File: src/rtl/pkbuf_pkg.sv
package pkbuf_pkg;
  localparam int BYTE_W = 8;
  localparam int LANES = 4;
  localparam int HOST_LANES = 2;
  localparam int WORD_W = BYTE_W * LANES;
  localparam int HOST_W = BYTE_W * HOST_LANES;
  localparam int CNT_W = $clog2(LANES + 1);
  localparam int WR_LIMIT = LANES - HOST_LANES;

  typedef logic [WORD_W-1:0] word_t;
  typedef logic [CNT_W-1:0]  cnt_t;
  typedef logic [BYTE_W-1:0] byte_t;
  typedef logic [HOST_W-1:0] half_t;

  function automatic byte_t lane_get(word_t w, cnt_t idx);
    byte_t r;
    r = '0;
    for (int i = 0; i < LANES; i++)
      if (cnt_t'(i) == idx) r = w[i*BYTE_W +: BYTE_W];
    return r;
  endfunction

  function automatic word_t lane_or(word_t w, cnt_t idx, byte_t b);
    word_t r;
    r = w;
    for (int i = 0; i < LANES; i++)
      if (cnt_t'(i) == idx) r[i*BYTE_W +: BYTE_W] = w[i*BYTE_W +: BYTE_W] | b;
    return r;
  endfunction

  function automatic half_t swap_pair(half_t v);
    return {v[BYTE_W-1:0], v[HOST_W-1:BYTE_W]};
  endfunction
endpackage

File: src/rtl/pkbuf_tx_path.sv
module pkbuf_tx_path
  import pkbuf_pkg::*;
(
  input  word_t word_i,
  input  cnt_t  cnt_i,
  input  logic  pop_i,
  input  logic  wr16_i,
  input  logic  wr8_i,
  input  logic  be_i,
  input  half_t wdata_i,
  output byte_t pop_byte_o,
  output word_t word_o,
  output cnt_t  cnt_o,
  output logic  pop_empty_o,
  output logic  wr_drop_o,
  output logic  wr_fill_o
);
  cnt_t cnt_p;
  logic wr_any;
  logic wr_take;

  always_comb begin
    pop_byte_o  = (cnt_i == '0) ? '0 : lane_get(word_i, cnt_i - cnt_t'(1));
    pop_empty_o = pop_i && (cnt_i == '0);
    cnt_p       = (pop_i && cnt_i != '0) ? cnt_i - cnt_t'(1) : cnt_i;
    wr_any      = wr16_i || wr8_i;
    wr_drop_o   = wr_any && (cnt_p > cnt_t'(WR_LIMIT));
    wr_take     = wr_any && !wr_drop_o;
    word_o      = word_i;
    cnt_o       = cnt_p;
    if (wr_take) begin
      if (wr16_i) begin
        word_o = (word_i << HOST_W) | word_t'(be_i ? wdata_i : swap_pair(wdata_i));
        cnt_o  = cnt_p + cnt_t'(HOST_LANES);
      end else begin
        word_o = (word_i << BYTE_W) | word_t'(wdata_i[BYTE_W-1:0]);
        cnt_o  = cnt_p + cnt_t'(1);
      end
    end
    wr_fill_o = wr_take && (cnt_o > cnt_t'(WR_LIMIT));
  end
endmodule

File: src/rtl/pkbuf_rx_path.sv
module pkbuf_rx_path
  import pkbuf_pkg::*;
(
  input  word_t word_i,
  input  cnt_t  cnt_i,
  input  logic  rd_i,
  input  logic  push_i,
  input  byte_t push_byte_i,
  input  logic  be_i,
  output half_t rdata_o,
  output word_t word_o,
  output cnt_t  cnt_o,
  output logic  rd_single_o,
  output logic  rd_zero_o,
  output logic  push_drop_o
);
  word_t w_r;
  cnt_t  c_r;

  always_comb begin
    rdata_o     = be_i ? swap_pair(word_i[HOST_W-1:0]) : word_i[HOST_W-1:0];
    w_r         = word_i;
    c_r         = cnt_i;
    rd_single_o = rd_i && (cnt_i == cnt_t'(1));
    if (rd_i) begin
      if (cnt_i == cnt_t'(1)) c_r = '0;
      else if (cnt_i > cnt_t'(1)) begin
        if (cnt_i > cnt_t'(HOST_LANES)) w_r = word_i >> HOST_W;
        c_r = cnt_i - cnt_t'(HOST_LANES);
      end
    end
    rd_zero_o   = rd_i && (c_r == '0);
    push_drop_o = push_i && (c_r == cnt_t'(LANES));
    word_o      = w_r;
    cnt_o       = c_r;
    if (push_i && !push_drop_o) begin
      word_o = lane_or(w_r, c_r, push_byte_i);
      cnt_o  = c_r + cnt_t'(1);
    end
  end
endmodule

File: src/rtl/pkbuf_flags.sv
module pkbuf_flags (
  input  logic clk,
  input  logic rst_n,
  input  logic start_i,
  input  logic pop_i,
  input  logic pop_empty_i,
  input  logic wr_any_i,
  input  logic wr_fill_i,
  input  logic rd_i,
  input  logic rd_zero_i,
  input  logic rd_single_i,
  input  logic push_i,
  input  logic push_drop_i,
  output logic tx_rdy_o,
  output logic tx_udf_o,
  output logic rx_rdy_o,
  output logic rx_ovr_o,
  output logic single_o
);
  logic tx_rdy_d, tx_udf_d, rx_rdy_d, rx_ovr_d, single_d;

  always_comb begin
    tx_udf_d = tx_udf_o;
    if (pop_empty_i) tx_udf_d = 1'b1;
    if (wr_any_i)    tx_udf_d = 1'b0;
    tx_rdy_d = tx_rdy_o;
    if (pop_i)       tx_rdy_d = 1'b1;
    if (wr_fill_i)   tx_rdy_d = 1'b0;
    rx_ovr_d = rx_ovr_o;
    if (rd_i)        rx_ovr_d = 1'b0;
    if (push_drop_i) rx_ovr_d = 1'b1;
    rx_rdy_d = rx_rdy_o;
    if (rd_zero_i)   rx_rdy_d = 1'b0;
    if (push_i)      rx_rdy_d = 1'b1;
    single_d = single_o;
    if (start_i)     single_d = 1'b0;
    if (rd_single_i) single_d = 1'b1;
  end

  always_ff @(posedge clk or negedge rst_n) begin
    if (!rst_n) begin
      tx_rdy_o <= 1'b0;
      tx_udf_o <= 1'b0;
      rx_rdy_o <= 1'b0;
      rx_ovr_o <= 1'b0;
      single_o <= 1'b0;
    end else begin
      tx_rdy_o <= tx_rdy_d;
      tx_udf_o <= tx_udf_d;
      rx_rdy_o <= rx_rdy_d;
      rx_ovr_o <= rx_ovr_d;
      single_o <= single_d;
    end
  end
endmodule

File: src/rtl/pkbuf_top.sv
module pkbuf_top
  import pkbuf_pkg::*;
(
  input  logic        clk,
  input  logic        rst_n,
  input  logic        start_i,
  input  logic        big_end_i,
  input  logic        wr16_i,
  input  logic        wr8_i,
  input  logic [15:0] wdata_i,
  input  logic        pop_i,
  output logic [7:0]  pop_data_o,
  input  logic        push_i,
  input  logic [7:0]  push_data_i,
  input  logic        rd_i,
  output logic [15:0] rdata_o,
  output logic [2:0]  tx_count_o,
  output logic [2:0]  rx_count_o,
  output logic        tx_rdy_o,
  output logic        tx_udf_o,
  output logic        rx_rdy_o,
  output logic        rx_ovr_o,
  output logic        single_o
);
  word_t word_q, word_s, word_t1, word_r1;
  cnt_t  txc_q, rxc_q, txc_d, rxc_d;
  logic  pop_empty, wr_drop, wr_fill, rd_single, rd_zero, push_drop;

  assign word_s = start_i ? '0 : word_q;

  pkbuf_tx_path u_tx (
    .word_i(word_s), .cnt_i(txc_q), .pop_i(pop_i), .wr16_i(wr16_i), .wr8_i(wr8_i),
    .be_i(big_end_i), .wdata_i(wdata_i), .pop_byte_o(pop_data_o), .word_o(word_t1),
    .cnt_o(txc_d), .pop_empty_o(pop_empty), .wr_drop_o(wr_drop), .wr_fill_o(wr_fill)
  );

  pkbuf_rx_path u_rx (
    .word_i(word_t1), .cnt_i(rxc_q), .rd_i(rd_i), .push_i(push_i),
    .push_byte_i(push_data_i), .be_i(big_end_i), .rdata_o(rdata_o), .word_o(word_r1),
    .cnt_o(rxc_d), .rd_single_o(rd_single), .rd_zero_o(rd_zero), .push_drop_o(push_drop)
  );

  pkbuf_flags u_flags (
    .clk(clk), .rst_n(rst_n), .start_i(start_i), .pop_i(pop_i), .pop_empty_i(pop_empty),
    .wr_any_i(wr16_i | wr8_i), .wr_fill_i(wr_fill), .rd_i(rd_i), .rd_zero_i(rd_zero),
    .rd_single_i(rd_single), .push_i(push_i), .push_drop_i(push_drop),
    .tx_rdy_o(tx_rdy_o), .tx_udf_o(tx_udf_o), .rx_rdy_o(rx_rdy_o), .rx_ovr_o(rx_ovr_o),
    .single_o(single_o)
  );

  always_ff @(posedge clk or negedge rst_n) begin
    if (!rst_n) begin
      word_q <= '0;
      txc_q  <= '0;
      rxc_q  <= '0;
    end else begin
      word_q <= word_r1;
      txc_q  <= txc_d;
      rxc_q  <= rxc_d;
    end
  end

  assign tx_count_o = txc_q;
  assign rx_count_o = rxc_q;
endmodule

File: config.mk
export PLATFORM = sky130hd
export DESIGN_NAME = pkbuf_top
export DESIGN_NICKNAME = d
export VERILOG_FILES = /design/src/rtl/pkbuf_pkg.sv /design/src/rtl/pkbuf_tx_path.sv /design/src/rtl/pkbuf_rx_path.sv /design/src/rtl/pkbuf_flags.sv /design/src/rtl/pkbuf_top.sv
export SDC_FILE = /design/constraint.sdc
export NUM_CORES = 1
export LEC_CHECK = 0
export ABC_CLOCK_PERIOD_IN_PS = 7800
export BUFFER_PORTS_ARGS = -buffer_cell sky130_fd_sc_hd__buf_2
export CAP_MARGIN = 10
export CORE_MARGIN = 2
export CORE_UTILIZATION = 40
export DETAILED_ROUTE_END_ITERATION = 10
export PLACE_DENSITY_LB_ADDON = 0.15
export RECOVER_POWER = 100
export SETUP_SLACK_MARGIN = 0.5
export SYNTH_ARGS = -nofsm -noshare
export SYNTH_HDL_FRONTEND = slang
export SYNTH_SLANG_ARGS = --single-unit
File: constraint.sdc
create_clock -name clk -period 7.8 [get_ports clk]
set_clock_uncertainty 0.1 [all_clocks]
set_input_delay 0.78 -clock clk [delete_from_list [all_inputs] [get_ports clk]]
set_output_delay 0.78 -clock clk [all_outputs]
set_load 0.02 [all_outputs]
==> out/metrics.yaml, run 1 <==
synth-main-ff-cell: "dfrtp_1"
num_vias: 3145
holdPathStages: 1
worstSkewPairLatency_ns: 0.30
ant_nets: 0
cts_made_buffers: 5
clkTransAtPathRegs_ns: 0.09
synth_top_cell_area_share_pct: 28.6
nFillCells: 923
r2r_start: "tx_count_o[0]$_DFF_PN0_"
rrSetupSlack_ns: 3.40
synth_nets: 414
synthArstFlopShare_pct: 100
ys_seq_area_share_pct: 28.6
report.final.slew_viol_count: 44
synth-seq-cells: 43
finalHoldViolCount: 0
place_congestion: 0.818
diodes: 0
core_um2: 9200
drtPass1Iterations: 4
wire_per_inst_um: 19.4
worst_pin_slew_ns: 2.45
rows: 35
yosys_warnings: 0
grt_pass1_vias: 3085
max_clock_freq_mhz: 179
post-place-ws_ns: 3.16
io_pins: 68
grt.total_usage_pct: 20.8
routed_wl_um: 10300
power_density_nw_per_um2: 394
hp-start: "u_flags.rx_ovr_o$_DFFE_PN0P_"
cp_data_arrival_time_ns: 4.71
p_leak_uw: 0.00176
max_cap_viol_count: 1
yosys.area.top_type: "dfrtp_1"
dpl.hpwl_um: 7090
hp-class: "flop to flop"
start_util_pct: 40.9
r2r-end: "word_q[6]$_DFF_PN0_"
worstSetupStartpointType: "flop"
relSlewSlack_pct: -63.1
cts_tree: "yes"
status: "finished with violations"
cts_root_buf: "clkbuf_8"
synth-edff-count: 0
synth_most_common_cell: "mux2i_1"
die_h_um: 101
routed_via_density: 5.93
min_to: "u_flags.rx_ovr_o$_DFFE_PN0P_"
cp-end-kind: "output port"
peakVddDrop_mv: 0.196
drt_iter0_drc: 153
post_cts_resized: 0
cts_hold_buf: 0
rsz0062_at_grt: "false"
drc: 0
overflow: 0
startpoint: "tx_count_o[0]$_DFF_PN0_"
die_area_um2: 10200
cts_sinks: 43
crit_type: "flop to output port"
die_x_um: 101
cts_buffer_depth: 2
required_ns: 6.92
synth_cell_types: 58
yosys-top-cells-area: "dfrtp_1 (29%), mux2i_1 (12%), mux2_2 (9.9%), ha_1 (4.7%), a211oi_4 (3.2%)"
ys_top_cells_by_count: "mux2i_1 (44), dfrtp_1 (43), mux2_2 (33)"
postSynthCellCount: 367
area_delta_synth_final_pct: 7.22
antenna_found_initial: 0
cts_setup_buffers: 0
synthesis.area_um2: 3760
r2r_cells: 10
finalSetupViolCount: 0
violations: "max-capacitance violations, max-slew violations"
fin_nets: 466
critPathMaxFanout: 25
setup_ws_ns: 2.21
cts_max_level: 2
drive_above_1_share_pct: 22.0
min_period_ns: 5.59
setup_tns_ns: 0
grt_max_degree: 44
grt_pass1_wl_um: 16400
post-route-period-util_pct: 71.7
io_buffer_count: 67
synth.avg_cell_area_um2: 10.2
## worst max-delay path by stage
stage / end / cells past startpoint
finish: rdata_o[14] / 11
global route: rdata_o[14] / 11
CTS: rdata_o[14] / 11
detailed placement: rdata_o[14] / 11
global placement: rdata_o[9] / 11
floorplan: rdata_o[15] / 13
## state kept, by name, summed over array words and instances, names as in the netlist
name,flops
tx_count_o,3
u_flags.rx_rdy_o,1
u_flags.single_o,1
u_flags.tx_rdy_o,1
u_flags.tx_udf_o,1
u_flags.rx_ovr_o,1
rx_count_o,3
word_q,32
## stage by stage
stage | hold slack (ns) | instances | cell area [µm²] | utilization, % | total power (µW)
detailed placement | 0.390 | 523 | 4090 | 44.4 | 1500
global route | 0.443 | 530 | 4030 | 43.8 | 1710
CTS | 0.415 | 530 | 4190 | 45.5 | 1680
finish | 0.410 | 530 | 4030 | 43.8 | 1590
global placement | 0.385 | 523 | 4090 | 44.4 | 1490
floorplan | 0.384 | 367 | 3760 | - | 1260
## worst max-delay path, cell delays in order, from the launching register on
cell,delay (ns)
dfrtp_1,0.45
inv_1,0.15
ha_1,0.47
nor2b_1,0.35
nor3_1,0.10
nor2_1,0.24
ha_1,0.25
a211o_1,0.31
and3_1,1.22
mux2i_1,0.36
mux2i_1,0.25
clkbuf_1,0.25
## layout by cell type (no fill, tap or decap), drive strengths merged, types with 2 or more instances in the layout
cell | netlist | final
a211oi | 9 | 9
a21boi | 2 | 2
a21o | 7 | 7
a21oi | 16 | 16
a222oi | 6 | 6
a22o | 9 | 9
a2bb2oi | 7 | 7
a31oi | 7 | 7
and3 | 2 | 2
buf | 11 | 38
clkbuf | 13 | 39
dfrtp | 43 | 43
ha | 14 | 14
inv | 15 | 15
mux2 | 33 | 33
mux2i | 49 | 49
nand2 | 24 | 24
nand2b | 7 | 7
nand3 | 7 | 7
nor2 | 7 | 7
nor2b | 16 | 16
nor3 | 4 | 4
nor4b | 2 | 2
o21ai | 15 | 15
o221ai | 9 | 9
o22ai | 2 | 2
o2bb2ai | 9 | 9
or3 | 3 | 3
xnor2 | 3 | 3
## kinds of logic after synthesis
kind of cell             synth area share (%)
AO/OA/AOI/OAI                            24.5
multiplexers                             23.4
AND/OR/NAND/NOR                          11.2
flip-flops                               28.6
buffers and inverters                    6.62
adder cells (fa/ha/maj)                  4.66
XOR/XNOR                                0.932
## where the power goes
group,internal (µW),switching [µW],leakage [µW]
Sequential,308,76.8,0.000554
Combinational,404,626,0.00115
Clock,94.0,79.4,0.0000513
Total,807,782,0.00176
## layer usage
metal	routed length (µm)	track usage (%)	vias to the layer above
li1	-	-	1496
met1	4650	29.6	1565
met2	5070	33.8	77
met3	475	2.64	7
met4	94	4.37	0
met5	0	0	-
## final cells by class
| type | count | area (µm²) | area share [%] |
|---|---|---|---|
| clock buffers | 6 | 72.6 | 1.80 |
| clock inverters | 1 | 30.0 | 0.745 |
| inverters | 15 | 56.3 | 1.40 |
| multi-input cells | 283 | 2330 | 57.9 |
| flip-flops and latches | 43 | 1080 | 26.7 |
| well taps | 111 | 139 | 3.45 |
| repair buffers | 71 | 324 | 8.04 |
No activity file was read; power rests on OpenSTA's default activity.
==> inputs of run 2 (changes only) <==
--- a/config.mk
+++ b/config.mk
@@ -5,7 +5,7 @@
 export SDC_FILE = /design/constraint.sdc
 export NUM_CORES = 1
 export LEC_CHECK = 0
-export ABC_CLOCK_PERIOD_IN_PS = 7800
+export ABC_CLOCK_PERIOD_IN_PS = 4680
 export BUFFER_PORTS_ARGS = -buffer_cell sky130_fd_sc_hd__buf_2
 export CAP_MARGIN = 10
 export CORE_MARGIN = 2
==> constraint.sdc (replaced) <==
create_clock -name clk -period 4.68 [get_ports clk]
set_clock_uncertainty 0.1 [all_clocks]
set_input_delay 0.468 -clock clk [delete_from_list [all_inputs] [get_ports clk]]
set_output_delay 0.468 -clock clk [all_outputs]
set_load 0.02 [all_outputs]
==> out/metrics.yaml, run 2 (same netlist as run 1, synthesis figures left out) <==
grt.total_usage_pct: 21.8  # +1.1 points
die_h_um: 101  # unchanged
cts_tree: "yes"
num_vias: 3153  # +0.25%
finalHoldViolCount: 0  # unchanged
overflow: 0  # unchanged
hp-class: "primary input to flop"
critPathMaxFanout: 13  # -48%
max_clock_freq_mhz: 238
diodes: 0  # unchanged
antenna_found_initial: 0  # unchanged
rrSetupSlack_ns: 0.97  # -2.43 ns
fin_nets: 471  # +1.1%
ant_nets: 0  # unchanged
routed_via_density: 5.88  # -0.87%
cp_cell_sequence: "inv_1, ha_4, nor2b_1, o21ai_0, nand2_1, ha_1, or4_4, and3_4, mux2i_1, mux2i_1, clkbuf_1"
setup_tns_ns: 0  # unchanged
mostFrequentLayoutCells: "mux2i_1 (45), dfrtp_1 (43), buf_2 (41)"
drtPass1Iterations: 5  # +1
post-route-period-util_pct: 89.8
cp_data_arrival_time_ns: 3.63  # -1.08 ns
min_period_ns: 4.20
r2r_start: "tx_count_o[0]$_DFF_PN0_"
peakVddDrop_mv: 0.367  # +88%
crit_family: "simple AND/OR/NAND/NOR gates"
drc: 0  # unchanged
crit_type: "flop to output port"
wire_per_inst_um: 20.1  # +3.3%
drive_above_1_share_pct: 26.1  # +4.2 points
required_ns: 4.11  # -2.81 ns
start_util_pct: 40.9  # unchanged
rows: 35  # unchanged
report.final.slew_viol_count: 44  # unchanged
top_register: "word_q"
die_x_um: 101  # unchanged
status: "finished with violations"
core_um2: 9200  # unchanged
worstSetupStartpointType: "flop"
cts_max_level: 2  # unchanged
finalPower_uw: 2700  # +70%
cts_buffer_depth: 2  # unchanged
relSlewSlack_pct: -66.1  # -3.0 points
cts_root_buf: "clkbuf_8"
dpl.hpwl_um: 7330  # +3.4%
clkTransAtPathRegs_ns: 0.08  # about the same
power_density_nw_per_um2: 655  # +66%
finalSetupViolCount: 0  # unchanged
startpoint: "tx_count_o[0]$_DFF_PN0_"
io_buffer_count: 67  # unchanged
routed_wl_um: 10800  # +4.5%
cts_made_buffers: 5  # unchanged
area_delta_synth_final_pct: 9.48
worstSkewPairLatency_ns: 0.30  # about the same
worst_path_largest_cell_delay_ns: 0.63  # -0.59 ns
violations: "max-capacitance violations, max-slew violations"
crit_slowest_cell: "or4_4"
grt_pass1_vias: 3123  # +1.2%
r2r_cells: 10  # unchanged
layout_commonest_cell: "mux2i_1"
cp-endpoint: "rdata_o[11]"
critical_path_buf_inv_count: 2  # unchanged
max_cap_viol_count: 1  # unchanged
cts_hold_buf: 0  # unchanged
worst_pin_slew_ns: 2.49  # +0.0449 ns
cts_sinks: 43  # unchanged
grt_max_degree: 44  # unchanged
die_area_um2: 10200  # unchanged
largest_reg_flops: 32  # unchanged
rsz0062_at_grt: "true"
io_pins: 68  # unchanged
crit_top_cell: "mux2i_1"
p_leak_uw: 0.00179  # +2.0%
r2r-end: "word_q[25]$_DFF_PN0_"
grt_pass1_wl_um: 17100  # +3.9%
cp-end-kind: "output port"
place_congestion: 0.860  # +5.0%
critical_path_depth: 11  # unchanged
drt_iter0_drc: 202  # +32%
[run 2: layout make-up]
cell class / count / area [µm²]
Clock buffer: 6 / 72.6
Timing Repair Buffer: 75 / 359
Tap cell: 111 / 139
Inverter: 15 / 56.3
Multi-Input combinational cell: 284 / 2400
Clock inverter: 2 / 12.5
Fill cell: 945 / 5080
Sequential cell: 43 / 1080
[run 2: how the worst min path moves through the flow]
stage,from,end,slack (ns),cells after the start
finish,wr8_i,u_flags.tx_udf_o$_DFFE_PN0P_,0.24,2
global route,wr8_i,u_flags.tx_udf_o$_DFFE_PN0P_,0.24,2
CTS,wr8_i,u_flags.tx_udf_o$_DFFE_PN0P_,0.24,2
detailed placement,u_flags.rx_ovr_o$_DFFE_PN0P_,u_flags.rx_ovr_o$_DFFE_PN0P_,0.39,1
global placement,u_flags.rx_ovr_o$_DFFE_PN0P_,u_flags.rx_ovr_o$_DFFE_PN0P_,0.38,1
floorplan,rst_n,rx_count_o[0]$_DFF_PN0_,0.07,0
[run 2: what timing repair did]
| action | in CTS | in global routing |
|---|---|---|
| setup endpoints to repair | 16 | 16 |
| cloned | 1 | 0 |
| pin swaps | 0 | 1 |
| buffers inserted | 0 | 0 |
| resized for setup | 4 | 4 |
[run 2: where the power goes]
group	internal, µW	switching, µW	total, µW	leakage, µW
Sequential	514	131	644	0.000554
Combinational	720	1080	1800	0.00120
Clock	105	142	247	0.0000412
[run 2: metal layers]
metal / track usage, % / part of all wire, % / vias to the layer above / routed length (µm)
li1: - / - / 1514 / -
met1: 30.9 / 46 / 1552 / 4990
met2: 35.6 / 48 / 71 / 5200
met3: 2.50 / 3.6 / 16 / 389
met4: 5.61 / 1.6 / 0 / 173
met5: 0 / 0 / - / 0
[run 2: per-stage QoR]
stage	util, %	setup slack [ns]	cells	instance area, µm²	hold WS (ns)
6_report	44.8	0.479	536	4120	0.243
5_1_grt	44.8	0.236	536	4120	0.237
4_1_cts	45.9	0.542	536	4220	0.237
3_5_place_dp	44.7	0.395	527	4120	0.388
3_3_place_gp	44.7	0.545	527	4120	0.381
2_1_floorplan	-	0.854	367	3760	0.0724
